**config.mk**
```make
export PLATFORM = sky130hd
export DESIGN_NAME = ccd_vseq
export DESIGN_NICKNAME = d
export VERILOG_FILES = /design/src/rtl/ccd_vseq.sv
export SDC_FILE = /design/constraint.sdc
export NUM_CORES = 1
export LEC_CHECK = 0
export BUFFER_PORTS_ARGS = -buffer_cell sky130_fd_sc_hd__clkbuf_2
export CAP_MARGIN = 20
export CORE_ASPECT_RATIO = 0.6
export CORE_MARGIN = 5
export CORE_UTILIZATION = 38
export CTS_BUF_LIST = sky130_fd_sc_hd__clkbuf_8
export DETAILED_ROUTE_END_ITERATION = 10
export GPL_ROUTABILITY_DRIVEN = 0
export HOLD_SLACK_MARGIN = 0.08
export PLACE_DENSITY = 0.52
export SYNTH_ARGS = -nofsm -noshare
export SYNTH_HDL_FRONTEND = slang
export SYNTH_SLANG_ARGS = --single-unit
```
**constraint.sdc**
```tcl
create_clock -name clk -period 5.27 [get_ports clk]
set_input_delay 0.527 -clock clk [delete_from_list [all_inputs] [get_ports clk]]
set_output_delay 0.527 -clock clk [all_outputs]
set_load 0.05 [all_outputs]
```
**src/rtl/ccd_vseq.sv**
```systemverilog
module ccd_vseq #(
  parameter int LW = 11,
  parameter int EW = 16,
  parameter int L2F_A = 1772,
  parameter int L2F_B = 1770,
  parameter int LHF_A = 287,
  parameter int LHF_B = 343,
  parameter int LAF1_A = 144,
  parameter int LAF1_B = 172,
  parameter int LAF2_A = 72,
  parameter int LAF2_B = 86,
  parameter int AF1_SHIFT = 10,
  parameter int AF1_SWEEP = 11,
  parameter int AF2_SHIFT = 17,
  parameter int AF2_SWEEP = 17,
  parameter int LEAD_LINES = 178,
  parameter int SHUT_PULSES = 20,
  parameter int EXPO_LINES = 64,
  parameter int SWEEP_FIELDS = 2
) (
  input  logic       clk,
  input  logic       rst_n,
  input  logic       hd,
  input  logic [1:0] mode_sel,
  input  logic       std_sel,
  input  logic       expo_req,
  output logic       vd,
  output logic       rd_gate,
  output logic       frame_end,
  output logic       field_b,
  output logic [1:0] phase,
  output logic [1:0] act_mode,
  output logic       shut_en,
  output logic       sub_ctrl
);
  localparam int SWP_A = SWEEP_FIELDS * (L2F_A / 2);
  localparam int SWP_B = SWEEP_FIELDS * (L2F_B / 2);

  typedef enum logic [2:0] {X_IDLE, X_LEAD, X_SHUT, X_EXPO, X_SWP} xs_t;

  xs_t           xs;
  logic [LW-1:0] lc, flen, half, fs_n, sw_n;
  logic [EW-1:0] ec, lim;
  logic          std_q, hold, wrap, restart, new_frame, last_ec;

  always_comb begin
    case (act_mode)
      2'd0:    flen = std_q ? LW'(L2F_B)  : LW'(L2F_A);
      2'd1:    flen = std_q ? LW'(LHF_B)  : LW'(LHF_A);
      2'd2:    flen = std_q ? LW'(LAF1_B) : LW'(LAF1_A);
      default: flen = std_q ? LW'(LAF2_B) : LW'(LAF2_A);
    endcase
  end

  assign half = flen >> 1;
  assign fs_n = (act_mode == 2'd2) ? LW'(AF1_SHIFT) : (act_mode == 2'd3) ? LW'(AF2_SHIFT) : '0;
  assign sw_n = (act_mode == 2'd2) ? LW'(AF1_SWEEP) : (act_mode == 2'd3) ? LW'(AF2_SWEEP) : '0;

  always_comb begin
    case (xs)
      X_LEAD:  lim = EW'(LEAD_LINES);
      X_SHUT:  lim = EW'(SHUT_PULSES);
      X_EXPO:  lim = EW'(EXPO_LINES);
      X_SWP:   lim = std_q ? EW'(SWP_B) : EW'(SWP_A);
      default: lim = '0;
    endcase
  end

  assign last_ec   = hd && (xs != X_IDLE) && (ec == lim - EW'(1));
  assign wrap      = hd && (lc == flen - LW'(1));
  assign restart   = last_ec && (xs == X_SWP);
  assign new_frame = wrap || restart;
  assign hold      = (xs == X_SHUT) || (xs == X_EXPO) || (xs == X_SWP);

  assign sub_ctrl  = (xs == X_LEAD) || (xs == X_SHUT) || (xs == X_EXPO);
  assign shut_en   = (xs == X_SHUT);
  assign frame_end = (lc == flen - LW'(1));
  assign field_b   = (act_mode == 2'd0) && (lc >= half);

  always_comb begin
    if (xs == X_SWP)                                    phase = 2'd3;
    else if (lc == '0 || (act_mode == 2'd0 && lc == half)) phase = 2'd1;
    else if (lc <= fs_n)                                phase = 2'd2;
    else if (lc <= fs_n + sw_n)                         phase = 2'd3;
    else                                                phase = 2'd0;
  end

  always_ff @(posedge clk) begin
    if (!rst_n) begin
      lc       <= '0;
      act_mode <= 2'd0;
      std_q    <= 1'b0;
      vd       <= 1'b0;
      rd_gate  <= 1'b0;
      xs       <= X_IDLE;
      ec       <= '0;
    end else begin
      vd      <= new_frame;
      rd_gate <= restart || (hd && !hold &&
                 (wrap || (act_mode == 2'd0 && lc + LW'(1) == half)));
      if (new_frame) begin
        lc       <= '0;
        act_mode <= restart ? 2'd0 : mode_sel;
        std_q    <= std_sel;
      end else if (hd) begin
        lc <= lc + LW'(1);
      end
      if (xs == X_IDLE) begin
        if (expo_req) begin
          xs <= X_LEAD;
          ec <= '0;
        end
      end else if (hd) begin
        if (last_ec) begin
          ec <= '0;
          case (xs)
            X_LEAD:  xs <= X_SHUT;
            X_SHUT:  xs <= X_EXPO;
            X_EXPO:  xs <= X_SWP;
            default: xs <= X_IDLE;
          endcase
        end else begin
          ec <= ec + EW'(1);
        end
      end
    end
  end


  vd_hd_chk: assert property (@(posedge clk) disable iff (!rst_n) vd |-> $past(hd));

  fe_vd_chk: assert property (@(posedge clk) disable iff (!rst_n) (hd && frame_end) |=> vd);

  rd_phase_chk: assert property (@(posedge clk) disable iff (!rst_n) rd_gate |-> (phase == 2'd1));

  mode_hold_chk: assert property (@(posedge clk) disable iff (!rst_n) !vd |-> $stable(act_mode));

  shut_sub_chk: assert property (@(posedge clk) disable iff (!rst_n) shut_en |-> sub_ctrl);

  swp_start_chk: assert property (@(posedge clk) disable iff (!rst_n) $fell(sub_ctrl) |-> (phase == 2'd3));
endmodule

```
Yosys cells after proc, flatten, opt, wreduce, memory -nomap -nowiden
Index checks and enable logic that the tools add are counted.
Operators by class
  add/subtract/negate cells: 5
  $lt $le $gt $ge: 3
  equal/unequal tests: 12
  muxes and demuxes: 24
  bitwise operators: 1
  reductions and logical operators: 27
Operators by type and width (count)
  16-bit 2-to-1 mux: 4
  11-bit one-hot mux with 4 select lines: 1
  11-bit one-hot mux with 3 select lines: 1
  11-bit by 10-bit equality test with 1-bit output: 2
  11-bit <= comparator: 2
  3-bit 2-to-1 mux: 6
  16-bit by 1-bit adder with 16-bit output, second input constant: 1
  16-bit equality test: 1
  16-bit by 1-bit subtractor with 16-bit output, second input constant: 1
  5-bit 2-to-1 mux: 3
  11-bit by 1-bit adder with 11-bit output, second input constant: 1
  11-bit by 5-bit adder with 11-bit output: 1
  11-bit equality test: 1
  11-bit by 10-bit greater-or-equal comparator with 1-bit output: 1
  11-bit logical NOT: 1
  11-bit 2-to-1 mux: 1
  11-bit by 1-bit subtractor with 11-bit output, second input constant: 1
  2-bit 2-to-1 mux: 5
  1-bit logical AND: 9
  3-bit one-hot mux with 3 select lines: 1
  1-bit logical OR: 8
  7-bit 2-to-1 mux: 1
  3-bit by 2-bit equality test with 1-bit output, second input constant: 2
  6-bit 2-to-1 mux: 1
  14 further kinds: 16
Storage, ports and cells
  bits in registers: 35
  output and inout bits: 10
  logic and storage cells: 79

Logic depth before layout (Yosys ltp)
  depth in word-level cells: 9
  gate-level depth with buffers: 16
  gate-level depth less buffers: 12

Least setup slack after synthesis
No wires, ideal clock.
  path kind: reg-to-reg
  start: register xs[2]
  end: register lc[5]
  arrival: 3.334 ns
  data required time: 5.153 ns
  slack: 1.819 ns
  cell stages (with the launch flop): 15
  buffers on the path: 4
  clock period less this slack: 3.451 ns
  path through: dfxtp_1 -> buf_2 -> buf_2 -> nand2b_1 -> nor2_1 -> a21oi_1 -> ha_1 -> clkbuf_8 -> maj3_2 -> o311a_1 -> nor4_4 -> nand2_4 -> o21ai_4 -> buf_6 -> nor2_1
Between the ends
  word-level cells in the longest chain between the ends: 8
Ends and longest elaborated chain
  start, declared: RTL line 41  | xs_t xs;
  start signal, assigned: RTL line 95  | xs <= X_IDLE;
  start signal, assigned: RTL line 110  | xs <= X_LEAD;
  start signal, assigned: RTL line 117  | X_LEAD: xs <= X_SHUT;
  3-bit by 2-bit equality test with 1-bit output
  net shut_en: RTL line 33  | output logic shut_en,
  11-bit one-hot mux with 4 select lines: RTL line 60  | case (xs)
  16-bit by 1-bit subtractor with 16-bit output: RTL line 69  | assign last_ec = hd && (xs != X_IDLE) && (ec == lim - EW'(1));
  16-bit equality test: RTL line 69
  1-bit logical AND: RTL line 69
  1-bit logical AND: RTL line 71  | assign restart = last_ec && (xs == X_SWP);
  1-bit logical OR: RTL line 72  | assign new_frame = wrap || restart;
  2-bit OR reduction (no line)
  end signal, assigned: RTL line 106  | lc <= lc + LW'(1);
  end, declared: RTL line 42  | logic [LW-1:0] lc, flen, half, fs_n, sw_n;
The timed path passes the listed nets, and every way through them passes these cells.
A chain may end at the register's enable or synchronous reset.

Worst setup path in the final report
  start: register act_mode[0]
  end: output frame_end
Between the ends
  word-level cells in the longest chain between the ends: 4
Ends and longest elaborated chain
  start, declared: RTL line 32  | output logic [1:0] act_mode,
  start signal, assigned: RTL line 103  | act_mode <= restart ? 2'd0 : mode_sel;
  2-bit equality test, or another cell as far along: RTL line 47  | case (act_mode)
  11-bit one-hot mux with 3 select lines (*): RTL line 47
  11-bit by 1-bit subtractor with 11-bit output (*): RTL line 77  | assign frame_end = (lc == flen - LW'(1));
  11-bit equality test (*): RTL line 77
  end, declared: RTL line 29  | output logic frame_end,
Mark *: on every way between the ends. The rest lies on a longest branch, timed or not.

==> impl_metrics.yaml <==
pwr:
  leakagePower_nw: 1.31
  p_seq_share_pct: 49.1
  internal_power_uw: 389
  p_clk_share_pct: 35.0
  combPwrFrac_pct: 16.0
  switching_share_pct: 30.2
  p_total_uw: 558
  peakVddDrop_uv: 97.7
  p_switching_uw: 168
  power_density_nw_per_um2: 169
drt:
  drt-wirelength-per-cell_um: 16.6
  drt-initial-drc-count: 264
  vias: 2954
  drc: 0
  drt-total-wl_mm: 8.59
  firstDrtPassIters: 5
  postRouteAntennaNets: 0
  vias_per_cell: 5.71
logic_synthesis:
  synth_area_leaders: "dfxtp_1 22%, ha_1 9.4%, o21ai_0 4.5%, nor2_1 4.1%, nand3_1 3.6%"
  async_flop_share_pct: 0
  synth_cell_type_count: 74
  syn_area_um2: 3210
  synth_fp_nets: 439
  yosysTopAreaCellShare_pct: 21.8
  ys.flop_type: "dfxtp_1"
  avgSynthCellArea_um2: 7.86
  synth_seq_area_share_pct: 21.8
  yosysTopAreaCell: "dfxtp_1"
  ys_ff_latch: 35
  synthCells: 408
  synth_edf_count: 0
  yosysWarnings: 0
clock_network:
  cts_resized: 0
  postCtsSetupBuffers: 0
  clkSinkCount: 35
  cts_buffer_depth: 2
  ctsHoldBuffers: 0
  cts_inserted_buffers: 5
  cts_tree: "built"
  h-tree-depth: 2
  root_buffer: "clkbuf_8"
  clock_latency_ps: 300
  clk_pin_slew_ps: 80
timing:
  worst_slew_pin_slew_ps: 889
  clock_skew_ps: 9.88
  max_slew_margin_pct: 40.7
  drv_slew: 0
  max_freq_mhz: 241
  setup_viol: 0
  finalCritPeriodShare_pct: 78.8
  period_needed_ps: 4150
  final_hold_viol_count: 0
  rsz0062_at_grt: "false"
  setup_ws_ps: 1120
  tns_ps: 0
global_route:
  grt_pass1_vias: 2640
  grtUsageTotal_pct: 17.4
  grt_max_degree: 28
  grt_overflow: 0
  grt_pass1_wl_mm: 14.3
  antenna_found_initial: 0
finish:
  syn2layout_area_growth_pct: 3.08
  drive_gt1_share_pct: 10.4
  final_cell_mix: "35 x nor2_1, 35 x dfxtp_1, 30 x nand2_1"
  multi_input_area_um2: 2230
  regArea_um2: 701
  nFillCells: 854
  fin_util_pct: 39.5
  nets: 436
  n_antenna_cell: 0
  finalInstanceArea_um2: 3310
critical_path:
  crit_chain: "nand2b_1 > ha_1 > xor2_1 > nand3_1 > a2111oi_1 > o2111a_1 > clkbuf_2"
  critPathRequiredTime_ps: 4740
  path_buf_inv: 1
  critical-path-top-delay-family: "compound AO/OA/AOI/OAI gates"
  start_kind: "register"
  arrival_ps: 3630
  slowest_delay_ps: 910
  cp_max_fo: 27
  crit_slowest_cell: "dfxtp_1"
  path_class: "register to output pin"
  setup.worst_path.end_class: "output pin"
die:
  fp.dieH_um: 81.2
  ios: 17
  die_w_um: 129
  initial_core_util_pct: 38.4
  core_area_um2: 8360
  rows: 26
  die_area_um2: 10400
place:
  hpwl_mm: 6.48
  port_buffers: 16
  dpl_cell_area_um2: 3220
  post-place-ws_ps: 1480
run_status:
  status: "finished clean"
worst_hold_path:
  worstHoldPathType: "primary input to register"
run:
  drv_cap: 0
cell families (layout without fill, tap and decap cells):
logic type      Yosys count  in the layout  share of synthesized area (%)
xor+xnor                 20             20                           5.46
simple gates            166            166                           28.8
mux                       8              8                           2.54
fa+ha+maj                26             26                           10.0
compound gates          108            108                           22.8
buf+inv                  45             42                           8.58
flops                    35             35                           21.8
worst paths after layout:
path / startpoint / end / slack, ps / depth (start not counted)
hold / removal: mode_sel[0] / act_mode[0] / 460 / 3
hold reg to reg: ec[2] / ec[2] / 530 / 1
setup / recovery: act_mode[0] / frame_end / 1120 / 7
setup reg to reg: act_mode[0] / lc[5] / 1640 / 9
state kept, by name (all words and copies together), names as in the netlist:
name,flops
ec,16
lc,11
vd,1
act_mode,2
rd_gate,1
std_q,1
xs,3
stage by stage:
| step | hold WS (ps) | std cells |
|---|---|---|
| floorplan | 478 | 408 |
| global placement | 511 | 510 |
| detailed placement | 514 | 510 |
| CTS | 451 | 517 |
| global route | 472 | 517 |
| finish | 460 | 517 |
layout make-up:
cell class	count	share of cell area [%]
multi-input cells	328	67.5
flip-flops and latches	35	21.2
well taps	112	4.24
repair buffers	16	2.42
inverters	19	2.16
clock buffers	5	2.08
clock inverters	2	0.416
worst min-delay path, delay by kind of cell:
kind	cells	cell delay, ps
muxes	1	50
buffers and inverters	1	80
and+or+nand+nor	1	80
metal layers:
metal  part of all wire [%]  track usage (%)  vias to the layer above
met4                    1.2             4.72                        0
met2                     34             21.2                       98
met5                      0                0                        -
met1                     58             28.6                     1360
li1                       -                -                     1485
met3                    6.8             3.94                       11
power groups by stage:
stage               Sequential, mW  Clock (mW)  Combinational, mW
global placement             0.280           0             0.0896
CTS                          0.273       0.204             0.0891
finish                       0.274       0.195             0.0891
global route                 0.274       0.216             0.0985
floorplan                    0.276           0             0.0763
detailed placement           0.280           0             0.0885
cell usage after synthesis, drive strengths merged (3+ instances only):
library cell  number
a31oi              3
nor2              37
a22oi              7
nor3               9
a2bb2oi            5
or4                3
a21o               6
ha                24
and3               8
mux2i              7
xor2               7
buf               16
nor4               5
nor2b              7
nand3             23
a21oi             24
o21a               3
nand3b             4
dfxtp             35
nand2b             8
o22ai              3
or3                4
and4               3
nand4              6
clkbuf            10
nand2             32
o21ai             34
a32oi              3
xnor2             13
inv               19
No activity file was read; power rests on OpenSTA's default activity.
